===== src/rtl/wdt_pkg.sv =====
package wdt_pkg;
  localparam int unsigned WDT_KEY_W = 8;
  localparam logic [WDT_KEY_W-1:0] WDT_KEY_DEFAULT = 8'hA5;

  // A restart strobe counts only with the exact key.
  function automatic logic key_match(input logic strobe,
                                     input logic [WDT_KEY_W-1:0] got,
                                     input logic [WDT_KEY_W-1:0] want);
    return strobe && (got == want);
  endfunction
endpackage


===== src/rtl/wdt_prescaler.sv =====
module wdt_prescaler #(
  parameter int unsigned DIV = 128
) (
  input  logic clk,
  input  logic rst_n,
  input  logic run,
  input  logic clr,
  output logic tick
);
  localparam int unsigned PW = (DIV > 1) ? $clog2(DIV) : 1;
  localparam logic [PW-1:0] LAST = PW'(DIV - 1);

  logic [PW-1:0] phase;

  function automatic logic [PW-1:0] next_phase(input logic [PW-1:0] p);
    return (p == LAST) ? '0 : p + 1'b1;
  endfunction

  assign tick = run && (phase == LAST);

  always_ff @(posedge clk or negedge rst_n) begin
    if (!rst_n)   phase <= '0;
    else if (clr) phase <= '0;
    else if (run) phase <= next_phase(phase);
  end

  AST_PRESC_CLEARED: assert property (@(posedge clk) disable iff (!rst_n)
    clr |=> (phase == '0));
endmodule


===== src/rtl/wdt_downcounter.sv =====
module wdt_downcounter #(
  parameter int unsigned CNT_W = 12
) (
  input  logic             clk,
  input  logic             rst_n,
  input  logic             tick,
  input  logic             load,
  input  logic [CNT_W-1:0] load_val,
  output logic [CNT_W-1:0] count,
  output logic             expire
);
  // On the tick that sees zero, reload; otherwise step down.
  function automatic logic [CNT_W-1:0] next_count(input logic [CNT_W-1:0] c,
                                                  input logic [CNT_W-1:0] rl);
    return (c == '0) ? rl : c - 1'b1;
  endfunction

  assign expire = tick && (count == '0);

  always_ff @(posedge clk or negedge rst_n) begin
    if (!rst_n)     count <= '1;
    else if (load)  count <= load_val;
    else if (tick)  count <= next_count(count, load_val);
  end

  AST_HOLD_WHEN_IDLE: assert property (@(posedge clk) disable iff (!rst_n)
    (!tick && !load) |=> $stable(count));
endmodule


===== src/rtl/wdt_pulse_gen.sv =====
module wdt_pulse_gen #(
  parameter int unsigned RST_LEN = 4
) (
  input  logic clk,
  input  logic rst_n,
  input  logic fire,
  output logic pulse_out
);
  localparam int unsigned LW = $clog2(RST_LEN + 1);
  localparam logic [LW-1:0] LEN = LW'(RST_LEN);

  logic [LW-1:0] remain;

  assign pulse_out = (remain != '0);

  always_ff @(posedge clk or negedge rst_n) begin
    if (!rst_n)              remain <= '0;
    else if (fire)           remain <= LEN;
    else if (remain != '0)   remain <= remain - 1'b1;
  end

  AST_PULSE_ON_FIRE: assert property (@(posedge clk) disable iff (!rst_n)
    fire |=> pulse_out);
endmodule


===== src/rtl/wdt_lock.sv =====
module wdt_lock
  import wdt_pkg::*;
#(
  parameter int unsigned CNT_W     = 12,
  parameter int unsigned PRESC_DIV = 128,
  parameter int unsigned RST_LEN   = 4,
  parameter int unsigned KEY_W     = WDT_KEY_W,
  parameter logic [KEY_W-1:0] KEY  = WDT_KEY_DEFAULT
) (
  input  logic             clk_slow,
  input  logic             rst_n,
  input  logic             mode_wr,
  input  logic [CNT_W-1:0] mode_timeout,
  input  logic             mode_en,
  input  logic             mode_rst_en,
  input  logic             kick_wr,
  input  logic [KEY_W-1:0] kick_key,
  output logic [CNT_W-1:0] cnt_value,
  output logic             cfg_locked,
  output logic             fired,
  output logic             wdt_rst
);
  typedef struct packed {
    logic [CNT_W-1:0] timeout;
    logic             en;
    logic             rst_en;
  } cfg_t;

  cfg_t cfg;
  logic locked;

  // Named internal events
  logic             mode_take;
  logic             kick_ok;
  logic             tick;
  logic             expire;
  logic             reload;
  logic [CNT_W-1:0] reload_val;

  assign mode_take  = mode_wr && !locked;
  assign kick_ok    = key_match(kick_wr, kick_key, KEY);
  assign reload     = mode_take || kick_ok;
  assign reload_val = mode_take ? mode_timeout : cfg.timeout;

  always_ff @(posedge clk_slow or negedge rst_n) begin
    if (!rst_n) begin
      cfg    <= '{timeout: '1, en: 1'b1, rst_en: 1'b1};
      locked <= 1'b0;
    end else if (mode_take) begin
      cfg    <= '{timeout: mode_timeout, en: mode_en, rst_en: mode_rst_en};
      locked <= 1'b1;
    end
  end

  always_ff @(posedge clk_slow or negedge rst_n) begin
    if (!rst_n)      fired <= 1'b0;
    else if (expire) fired <= 1'b1;
  end

  wdt_prescaler #(.DIV(PRESC_DIV)) u_presc (
    .clk(clk_slow), .rst_n(rst_n), .run(cfg.en), .clr(reload), .tick(tick)
  );

  wdt_downcounter #(.CNT_W(CNT_W)) u_cnt (
    .clk(clk_slow), .rst_n(rst_n), .tick(tick), .load(reload),
    .load_val(reload_val), .count(cnt_value), .expire(expire)
  );

  wdt_pulse_gen #(.RST_LEN(RST_LEN)) u_pulse (
    .clk(clk_slow), .rst_n(rst_n), .fire(expire && cfg.rst_en), .pulse_out(wdt_rst)
  );

  assign cfg_locked = locked;

  AST_LOCK_STICKY: assert property (@(posedge clk_slow) disable iff (!rst_n)
    locked |=> locked);
  AST_LATE_MODE_IGNORED: assert property (@(posedge clk_slow) disable iff (!rst_n)
    (locked && mode_wr) |=> $stable(cfg));
  AST_FIRED_STICKY: assert property (@(posedge clk_slow) disable iff (!rst_n)
    fired |=> fired);
  AST_KICK_RELOAD: assert property (@(posedge clk_slow) disable iff (!rst_n)
    (kick_ok && !mode_wr) |=> (cnt_value == cfg.timeout));
  AST_NO_EXPIRE_DISABLED: assert property (@(posedge clk_slow) disable iff (!rst_n)
    !cfg.en |-> !expire);
endmodule


===== config.mk =====
export PLATFORM = sky130hd
export DESIGN_NAME = wdt_lock
export DESIGN_NICKNAME = d
export VERILOG_FILES = /design/src/rtl/wdt_pkg.sv /design/src/rtl/wdt_prescaler.sv /design/src/rtl/wdt_downcounter.sv /design/src/rtl/wdt_pulse_gen.sv /design/src/rtl/wdt_lock.sv
export SDC_FILE = /design/constraint.sdc
export NUM_CORES = 1
export LEC_CHECK = 0
export BUFFER_PORTS_ARGS = -buffer_cell sky130_fd_sc_hd__buf_2
export CORE_MARGIN = 3
export CORE_UTILIZATION = 30
export DETAILED_ROUTE_END_ITERATION = 8
export PLACE_DENSITY = 0.58
export SLEW_MARGIN = 10
export SYNTH_ARGS = -nofsm -noshare
export SYNTH_HDL_FRONTEND = slang
export SYNTH_SLANG_ARGS = --single-unit
export TNS_END_PERCENT = 10

===== constraint.sdc =====
create_clock -name clk_slow -period 2.76 [get_ports clk_slow]
set_clock_uncertainty 0.05 [all_clocks]
set_input_delay 0.276 -clock clk_slow [delete_from_list [all_inputs] [get_ports clk_slow]]
set_output_delay 0.276 -clock clk_slow [all_outputs]
set_load 0.01 [all_outputs]

==> flow_metrics.tcl, run 1 <==
set metrics [dict create \
    status "finished clean" \
    die_area_sq_um 7740 \
    grt_first_pass_wirelength_microns 7610 \
    h-tree-depth 2 \
    synth_top_area_share_pct 33.9 \
    antenna_left 0 \
    seq_area_sq_um 983 \
    synth_cells 183 \
    clk_latency_ps 290 \
    multiInputGateArea_sq_um 926 \
    fin_crit_ps 2520 \
    fin_setup_tns_ps 0 \
    die_y_microns 88.0 \
    startpoint_type "register" \
    die_x_microns 88.0 \
    postCtsHoldBufs 0 \
    reg2regPathDepth 7 \
    p_clk_share_pct 25.4 \
    r2r-end "u_cnt.count[2]$_DFFE_PN1P_" \
    core-area_sq_um 6420 \
    first_iter_violations 71 \
    antenna_found_initial 0 \
    synth.area.top_cells "dfstp_2, dfrtp_1, mux2_2" \
    p_leak_nw 1.05 \
    crit_required_ps 2930 \
    fin_nets 253 \
    synth_warnings 0 \
    hold_path_class "in -> async" \
    routabilityCongestion 0.779 \
    dp_hpwl_microns 3190 \
    yosysMostFrequentCell "dfstp_2" \
    avgSynthCellArea_sq_um 11.0 \
    async_flop_share_pct 100 \
    overflow 0 \
    netlist_top_cells_count "dfstp_2, mux2_2, dfrtp_1, nor2_1, inv_1" \
    final_area_sq_um 2360 \
    tightest_slew_ps 905 \
    max_freq_mhz 397 \
    dpl_cell_area_sq_um 2270 \
    nFillCells 638 \
    via_per_inst 4.94 \
    syn_nets 214 \
    area_delta_synth_final_pct 17.1 \
    ys_ff_latch 38 \
    post_drt_wl_per_cell_microns 14.4 \
    route.vias.total 1482 \
    synth_area_leader_cell "dfstp_2" \
    p_per_area_nw_per_um2 655 \
    ioPinCount 41 \
    post_cts_resized 0 \
    drive_above_1_share_pct 49.3 \
    cts_tree "done" \
    dr.pass1.iters 4 \
    worstSetupEndpointType "register" \
    pwr-share-seq_pct 51.6 \
    synth-seq-area-share_pct 48.8 \
    path_clk_slew_ps 70 \
    critical_path_arrival_ps 2690 \
    hold-worst-slack_ps 20.0 \
    synth_ff_type "dfstp_2" \
    p_switching_uw 466 \
    portBuffers 40 \
    track_usage_pct 12.6 \
    crit_fanout 12 \
    post-route-period-util_pct 91.3 \
    grt_max_degree 39 \
    diodes 0 \
    netlist_area_sq_um 2020 \
    internal-power_mw 1.08 \
    ir_worst_vdd_mv 0.410 \
    setup_viol 0 \
    rsz0062_at_grt "false" \
    swShare_pct 30.1 \
    drv_cap 0 \
    slew_violations 0 \
    maxSlewHeadroom_pct 39.4 \
    synth_edf_count 0 \
    path_class "reg -> reg" \
    ys_types 51 \
    routed_wl_microns 4320 \
    clockBufferDepth 2 \
    cts.sink_count 38 \
    root_buffer "clkbuf_8" \
    grt_pass1_vias 1574 \
    rows 29 \
    combPwrFrac_pct 23.0 \
    cts_setup_buffers 0 \
    start_util_pct 31.4 \
    cts_buffers 5 \
    finalHoldViolations 0 \
    reg2reg_from "u_cnt.count[0]$_DFFE_PN1P_" \
    reg2reg_slack_ps 240 \
    drc 0 \
]
flip-flops by register name, summed over array words and instances, names as in the netlist:
name            count
cfg                14
cfg_locked          1
fired               1
u_cnt.count        12
u_presc.phase       7
u_pulse.remain      3
through the flow:
stage	power [mW]	std cells	worst slack (ps)	util, %
finish	1.55	300	241	36.8
global route	1.67	300	124	36.8
CTS	1.57	300	252	36.8
detailed placement	1.17	292	264	35.3
global placement	1.15	292	270	35.3
floorplan	1.04	183	509	-
area by class of cell:
class,instances,area share [%]
multi-input cells,123,39.2
flip-flops and latches,38,41.7
repair buffers,43,9.43
inverters,11,1.75
clock inverters,1,0.212
well taps,77,4.08
clock buffers,7,3.66
critical path, stage by stage, from the launching register on:
cell	delay [ps]
dfstp_2	540
inv_1	80
ha_1	190
or4b_2	220
nor3_4	60
nor2_1	710
mux2_2	410
o22a_1	190
metal layers:
layer / vias to the layer above / GRT usage [%] / share of wire [%]
li1: 732 / - / -
met1: 707 / 17.0 / 47
met2: 38 / 19.7 / 44
met3: 5 / 4.33 / 8.0
met4: 0 / 2.93 / 0.95
met5: - / 0 / 0
worst max-delay path by stage:
stage	end	from	cells after the start
3_5_place_dp	u_cnt.count[2]$_DFFE_PN1P_	u_cnt.count[0]$_DFFE_PN1P_	7
2_1_floorplan	u_cnt.count[7]$_DFFE_PN1P_	u_cnt.count[0]$_DFFE_PN1P_	8
4_1_cts	u_cnt.count[2]$_DFFE_PN1P_	u_cnt.count[0]$_DFFE_PN1P_	7
6_report	u_cnt.count[2]$_DFFE_PN1P_	u_cnt.count[0]$_DFFE_PN1P_	7
3_3_place_gp	u_cnt.count[2]$_DFFE_PN1P_	u_cnt.count[0]$_DFFE_PN1P_	7
5_1_grt	u_cnt.count[2]$_DFFE_PN1P_	u_cnt.count[0]$_DFFE_PN1P_	7
cells by family after synthesis:
family,count (synthesis),synth area share [%]
AOI/OAI and AO/OA,31,11.4
and+or+nand+nor,59,17.1
buffers and inverters,22,5.28
DFF,38,48.8
muxes,21,11.4
adders and majority gates,5,3.10
xor gates and xnor gates,7,3.04
power by group through the flow:
stage	clock network [mW]	registers, mW	logic [mW]
CTS	0.411	0.799	0.364
finish	0.393	0.799	0.356
detailed placement	0	0.808	0.362
floorplan	0	0.790	0.255
global route	0.436	0.821	0.415
global placement	0	0.800	0.351
layout by cell type, fill, tap and decap left out, drive strengths merged, types with 3 or more instances in the layout:
cell and instances:
mux2i 6, and3 3, inv 11, a21oi 5, nor3 9, mux2 15
or4 4, nor4 3, dfrtp 12, xor2 4, clkbuf 7, xnor2 3
nor2 12, or2 6, ha 5, nand2 9, o21ai 7, a221o 3
buf 43, dfstp 26
(Power assumes the default switching activity.)
==> inputs of run 2 (changes only) <==
--- a/config.mk
+++ b/config.mk
@@ -5,11 +5,12 @@
 export SDC_FILE = /design/constraint.sdc
 export NUM_CORES = 1
 export LEC_CHECK = 0
+export ABC_AREA = 1
 export BUFFER_PORTS_ARGS = -buffer_cell sky130_fd_sc_hd__buf_2
 export CORE_MARGIN = 3
 export CORE_UTILIZATION = 30
 export DETAILED_ROUTE_END_ITERATION = 8
-export PLACE_DENSITY = 0.58
+export PLACE_DENSITY = 0.57
 export SLEW_MARGIN = 10
 export SYNTH_ARGS = -nofsm -noshare
 export SYNTH_HDL_FRONTEND = slang
==> run 2 against run 1 <==
Compared with the run above:
- critical path depth rose by 3
- global-route usage rose by 0.31 points
- count of clock-buffer cells in the layout did not move
- largest cell class unchanged
- largest power group unchanged
==> flow_metrics.tcl, run 2 <==
set metrics [dict create \
    fin_setup_tns_ps 0 \
    post_cts_resized 0 \
    p_switching_uw 419 \
    dp_hpwl_microns 3750 \
    multiInputGateArea_sq_um 982 \
    power.total_mw 1.33 \
    netlist_area_sq_um 2190 \
    maxSlewHeadroom_pct 44.0 \
    synth_ff_type "dfstp_2" \
    fin_crit_ps 1900 \
    status "finished clean" \
    post_drt_wl_per_cell_microns 11.6 \
    synth_area_leader_cell "dfstp_2" \
    avgSynthCellArea_sq_um 7.69 \
    route.vias.total 1844 \
    syn_nets 316 \
    area_delta_synth_final_pct 16.6 \
    cts_setup_buffers 0 \
    synth_warnings 0 \
    ioPinCount 41 \
    grt_first_pass_wirelength_microns 8630 \
    drc 0 \
    first_iter_violations 57 \
    core-area_sq_um 6940 \
    start_util_pct 31.6 \
    diodes 0 \
    drive_above_1_share_pct 29.7 \
    crit_family "simple AND/OR/NAND/NOR gates" \
    critical_path_arrival_ps 2090 \
    root_buffer "clkbuf_8" \
    path_clk_slew_ps 70 \
    startpoint_type "register" \
    track_usage_pct 13.0 \
    met3_usage_pct 3.89 \
    routabilityCongestion 0.824 \
    antenna_found_initial 0 \
    dr.pass1.iters 4 \
    crit_fanout 15 \
    rsz0062_at_grt "false" \
    tightest_slew_ps 840 \
    p_per_area_nw_per_um2 520 \
    finalHoldViolations 0 \
    ir_worst_vdd_mv 0.243 \
    ys_ff_latch 38 \
    final_cell_mix "nand2_1, inv_1, buf_2" \
    largest_reg_flops 14 \
    worstSetupEndpointType "register" \
    grt_busiest_layer "met2" \
    drv_cap 0 \
    largest_register "cfg" \
    clockBufferDepth 2 \
    fin_nets 357 \
    die_y_microns 91.5 \
    clk_latency_ps 290 \
    yosysMostFrequentCell "nand2_1" \
    crit_required_ps 2950 \
    combPwrFrac_pct 24.0 \
    h-tree-depth 2 \
    dp_cells 415 \
    slew_violations 0 \
    p_leak_nw 1.34 \
    critical_path_buf_inv_count 1 \
    ys_types 26 \
    async_flop_share_pct 100 \
    worstPathCellList "ha_1 -> nand2_1 -> nor2_2 -> nand3_2 -> nor2_4 -> nor2_4 -> clkinv_2 -> nand2_1 -> nand2_1 -> nand2_1" \
    final_cell_count_no_fill 423 \
    synth_edf_count 0 \
    routed_wl_microns 4910 \
    postCtsHoldBufs 0 \
    antenna_left 0 \
    nFillCells 776 \
    setup_viol 0 \
    swShare_pct 31.5 \
    cts.sink_count 38 \
    pre_cts_ws_ps 828 \
    seq_area_sq_um 983 \
    slowest_stage "dfrtp_1" \
    dpl_cell_area_sq_um 2460 \
    hold-worst-slack_ps 36.4 \
    p_clk_share_pct 29.8 \
    die_area_sq_um 8370 \
    path_class "reg -> reg" \
    synth.area.top_cells "dfstp_2, nand2_1, dfrtp_1" \
    cts_tree "done" \
    reg2reg_from "u_presc.phase[0]$_DFFE_PN0P_" \
    synth_cells 285 \
    reg_top3 "cfg x14, u_cnt.count x12, u_presc.phase x7" \
    overflow 0 \
    final_area_sq_um 2550 \
    synth_top_area_share_pct 31.2 \
    fin_util_pct 36.8 \
    post-route-period-util_pct 68.7 \
    grt_max_degree 39 \
    met2_usage_pct 20.5 \
    max_freq_mhz 527 \
    setup_ws_ps 864 \
    grt_pass1_vias 1814 \
    crit_top_cell "nand2_1" \
    crit_start "u_presc.phase[0]$_DFFE_PN0P_" \
    pwr-share-seq_pct 46.2 \
    final_common_cell "nand2_1" \
    cts_buffers 5 \
    synth-seq-area-share_pct 44.9 \
    use_met1_pct 17.0 \
    die_x_microns 91.5 \
    via_per_inst 4.36 \
    portBuffers 40 \
    internal-power_uw 909 \
    hold_path_class "in -> async" \
    slowest_delay_ps 410 \
    rows 30 \
    netlist_top_cells_count "nand2_1, inv_1, nand3_1" \
]
run 2: changes by cell type after synthesis, sizes merged, moves of 6 or more:
cell	before	now
inv	11	46
mux2	15	3
mux2i	6	0
nand2	9	94
nand3	2	30
nor2	12	30
nor3	9	1
run 2: final timing paths:
path,cells past startpoint,slack [ps],to
worst min-delay path,1,40,u_presc.phase[4]$_DFFE_PN0P_
worst max register to register,10,860,u_cnt.count[9]$_DFFE_PN1P_
worst max-delay path,10,860,u_cnt.count[9]$_DFFE_PN1P_
max in group asynchronous,1,2100,u_presc.phase[0]$_DFFE_PN0P_
worst min register to register,1,420,fired$_DFFE_PN0P_
min in group clk_slow,2,180,cfg[1]$_DFFE_PN1P_
run 2: final cells by class:
cell class | count | share of cell area (%)
clock inverters | 1 | 0.196
inverters | 47 | 6.95
repair buffers | 40 | 7.84
flip-flops and latches | 38 | 38.5
clock buffers | 7 | 3.38
well taps | 96 | 4.70
multi-input cells | 194 | 38.4
run 2: kinds of logic (layout without fill, tap and decap cells):
group,Yosys count,after routing,share of synthesized area [%]
adders and majority gates,5,5,2.85
DFF,38,38,44.9
AOI/OAI and AO/OA,19,19,4.74
muxes,3,3,1.54
buffers and inverters,53,95,10.3
and+or+nand+nor,158,158,32.1
xor gates and xnor gates,9,9,3.60
run 2: power groups by stage:
stage | Sequential, mW | Clock [mW] | Combinational [mW]
2_1_floorplan | 0.623 | 0 | 0.244
3_3_place_gp | 0.622 | 0 | 0.322
3_5_place_dp | 0.622 | 0 | 0.323
4_1_cts | 0.613 | 0.412 | 0.325
5_1_grt | 0.617 | 0.435 | 0.366
6_report | 0.614 | 0.396 | 0.318
run 2: layer usage:
| layer | share of wire [%] | vias to the layer above |
|---|---|---|
| li1 | - | 949 |
| met1 | 47 | 863 |
| met2 | 48 | 26 |
| met3 | 3.8 | 6 |
| met4 | 1.3 | 0 |
| met5 | 0 | - |
==> inputs of run 3 (changes only) <==
--- a/config.mk
+++ b/config.mk
@@ -5,12 +5,12 @@
 export SDC_FILE = /design/constraint.sdc
 export NUM_CORES = 1
 export LEC_CHECK = 0
-export ABC_AREA = 1
+export ABC_AREA = 0
 export BUFFER_PORTS_ARGS = -buffer_cell sky130_fd_sc_hd__buf_2
 export CORE_MARGIN = 3
 export CORE_UTILIZATION = 30
 export DETAILED_ROUTE_END_ITERATION = 8
-export PLACE_DENSITY = 0.57
+export PLACE_DENSITY = 0.6
 export SLEW_MARGIN = 10
 export SYNTH_ARGS = -nofsm -noshare
 export SYNTH_HDL_FRONTEND = slang
==> constraint.sdc (replaced) <==
create_clock -name clk_slow -period 1.65 [get_ports clk_slow]
set_clock_uncertainty 0.05 [all_clocks]
set_input_delay 0.165 -clock clk_slow [delete_from_list [all_inputs] [get_ports clk_slow]]
set_output_delay 0.165 -clock clk_slow [all_outputs]
set_load 0.01 [all_outputs]
==> run 3 against run 2 <==
Compared with the run above:
- the run now ends with negative setup slack left
- critical path depth fell by 3
- largest power group unchanged
- critical endpoint is now u_cnt.count[3]$_DFFE_PN1P_
- hold slack got worse by 9.1 ps
- sequential power rose by 110%
- global-route usage barely moved
- clock power rose by 70%
- count of clock-buffer cells in the layout fell by 1
- die area fell by 7.5%
==> flow_metrics.tcl, run 3 (same netlist as run 1, synthesis figures left out) <==
set metrics [dict create \
    routed_wl_microns 4590 \
    via_per_inst 4.83 \
    setup_ws_ps -315 \
    post-route-period-util_pct 119 \
    holdPathStages 2 \
    p_per_area_nw_per_um2 1010 \
    grt_first_pass_wirelength_microns 7690 \
    reg_top3 "cfg x14, u_cnt.count x12, u_presc.phase x7" \
    slowest_delay_ps 470 \
    antenna_left 0 \
    maxSlewHeadroom_pct 65.4 \
    dr.pass1.iters 4 \
    final_cell_mix "buf_2, buf_4, dfstp_2" \
    worstPathCellList "inv_2 -> ha_4 -> or4b_4 -> nor3_4 -> or2_4 -> o21ai_2 -> a221o_2" \
    drive_above_1_share_pct 60.6 \
    finalHoldViolations 0 \
    die_y_microns 88.0 \
    track_usage_pct 12.9 \
    startpoint_type "register" \
    fin_crit_ps 1970 \
    die_area_sq_um 7740 \
    power.total_mw 2.79 \
    rsz0062_at_grt "true" \
    fin_util_pct 43.1 \
    hold-worst-slack_ps 27.3 \
    nFillCells 619 \
    h-tree-depth 2 \
    grt_busiest_layer "met2" \
    die_x_microns 88.0 \
    fin_setup_tns_ps -3480 \
    post_drt_wl_per_cell_microns 13.5 \
    reg2reg_slack_ps -320 \
    met3_usage_pct 4.23 \
    worstSetupEndpointType "register" \
    portBuffers 40 \
    tightest_slew_ps 519 \
    violations "negative setup slack" \
    grt_pass1_vias 1651 \
    start_util_pct 31.4 \
    area_delta_synth_final_pct 37.2 \
    combPwrFrac_pct 30.0 \
    use_met1_pct 17.0 \
    hold_start "mode_wr" \
    met2_usage_pct 20.8 \
    min_to "cfg_locked$_DFFE_PN0P_" \
    dp_hpwl_microns 3520 \
    hold_path_class "in -> reg" \
    antenna_found_initial 0 \
    p_switching_uw 836 \
    setup_viol 15 \
    clockBufferDepth 2 \
    diodes 0 \
    reg2reg_from "u_cnt.count[0]$_DFFE_PN1P_" \
    cts_buffers 5 \
    root_buffer "clkbuf_8" \
    largest_reg_flops 14 \
    route.vias.total 1647 \
    path_class "reg -> reg" \
    rows 29 \
    final_common_cell "buf_2" \
    routabilityCongestion 0.815 \
    slowest_stage "or4b_4" \
    reg2regPathDepth 7 \
    status "finished, violations left" \
    ir_worst_vdd_mv 0.584 \
    grt_max_degree 24 \
    ioPinCount 41 \
    largest_register "cfg" \
    critical_path_arrival_ps 2140 \
    crit_required_ps 1820 \
    swShare_pct 30.0 \
    drv_cap 0 \
    overflow 0 \
    first_iter_violations 85 \
    cts_tree "done" \
    internal-power_mw 1.95 \
    pre_cts_ws_ps -451 \
    core-area_sq_um 6420 \
    drc 0 \
    r2r-end "u_cnt.count[3]$_DFFE_PN1P_" \
    clk_latency_ps 290 \
    p_clk_share_pct 24.2 \
    max_freq_mhz 509 \
    cts.sink_count 38 \
    pwr-share-seq_pct 45.8 \
    slew_violations 0 \
    fin_nets 294 \
    p_leak_nw 1.26 \
    crit_fanout 5 \
    path_clk_slew_ps 80 \
]
[run 3: cell count changes in the layout (fill, tap and decap cells not counted), sizes merged, moves of 3 or more]
| cell | previous run | this run |
|---|---|---|
| a221o | 0 | 3 |
| inv | 46 | 11 |
| o21ai | 12 | 7 |
| nand3 | 30 | 2 |
| or4 | 0 | 4 |
| nor3 | 1 | 9 |
| and3 | 0 | 3 |
| or2 | 2 | 7 |
| nand2 | 94 | 9 |
| nor2 | 30 | 12 |
| mux2i | 0 | 6 |
| buf | 40 | 82 |
| nor4 | 0 | 3 |
| mux2 | 3 | 15 |
[run 3: worst max-delay path, delay by kind of cell (launching register included)]
family / cells / cell delay, ps
flops: 1 / 370
compound gates: 2 / 410
simple gates: 3 / 880
buf+inv: 1 / 70
fa+ha+maj: 1 / 120
[run 3: what timing repair did]
item,CTS,global route
pin swaps,11,3
resized for setup,15,3
hold buffers,1,0
buffers inserted,1,0
endpoints found under the hold margin,12,0
gates cloned,1,0
endpoints found under the setup margin,20,20
[run 3: per-stage QoR]
step | cell area (sq um) | std cells
finish | 2770 | 341
global route | 2770 | 341
CTS | 2750 | 341
detailed placement | 2580 | 330
global placement | 2580 | 330
floorplan | 2040 | 183
[run 3: power by group through the flow]
stage	combinational (mW)	sequential (mW)	clock (mW)
4_1_cts	0.849	1.28	0.702
3_5_place_dp	0.830	1.29	0
6_report	0.837	1.28	0.673
2_1_floorplan	0.434	1.32	0
5_1_grt	0.962	1.30	0.750
3_3_place_gp	0.798	1.28	0
[run 3: layout make-up]
| cell class | count | area (sq um) | share of cell area (%) |
|---|---|---|---|
| inverter | 11 | 41.3 | 1.49 |
| tap | 77 | 96.3 | 3.48 |
| clock inverter | 2 | 12.5 | 0.452 |
| multi-input combinational | 124 | 996 | 36.0 |
| timing repair buffer | 83 | 553 | 20.0 |
| sequential | 38 | 983 | 35.6 |
| clock buffer | 6 | 82.6 | 2.99 |
[run 3: worst max-delay path by stage]
stage,from,end,slack (ps),depth (start not counted)
floorplan,u_cnt.count[0]$_DFFE_PN1P_,u_cnt.count[7]$_DFFE_PN1P_,-450,8
global placement,u_cnt.count[0]$_DFFE_PN1P_,u_cnt.count[3]$_DFFE_PN1P_,-400,7
detailed placement,u_cnt.count[1]$_DFFE_PN1P_,u_cnt.count[3]$_DFFE_PN1P_,-450,7
CTS,u_cnt.count[1]$_DFFE_PN1P_,u_cnt.count[3]$_DFFE_PN1P_,-310,7
global route,u_cnt.count[0]$_DFFE_PN1P_,u_cnt.count[3]$_DFFE_PN1P_,-380,7
finish,u_cnt.count[0]$_DFFE_PN1P_,u_cnt.count[3]$_DFFE_PN1P_,-320,7
[run 3: per-layer routing]
layer  part of all wire [%]  up-vias
met3                    5.5        5
met2                     47       41
met5                      0        -
met4                   0.96        0
li1                       -      819
met1                     47      782
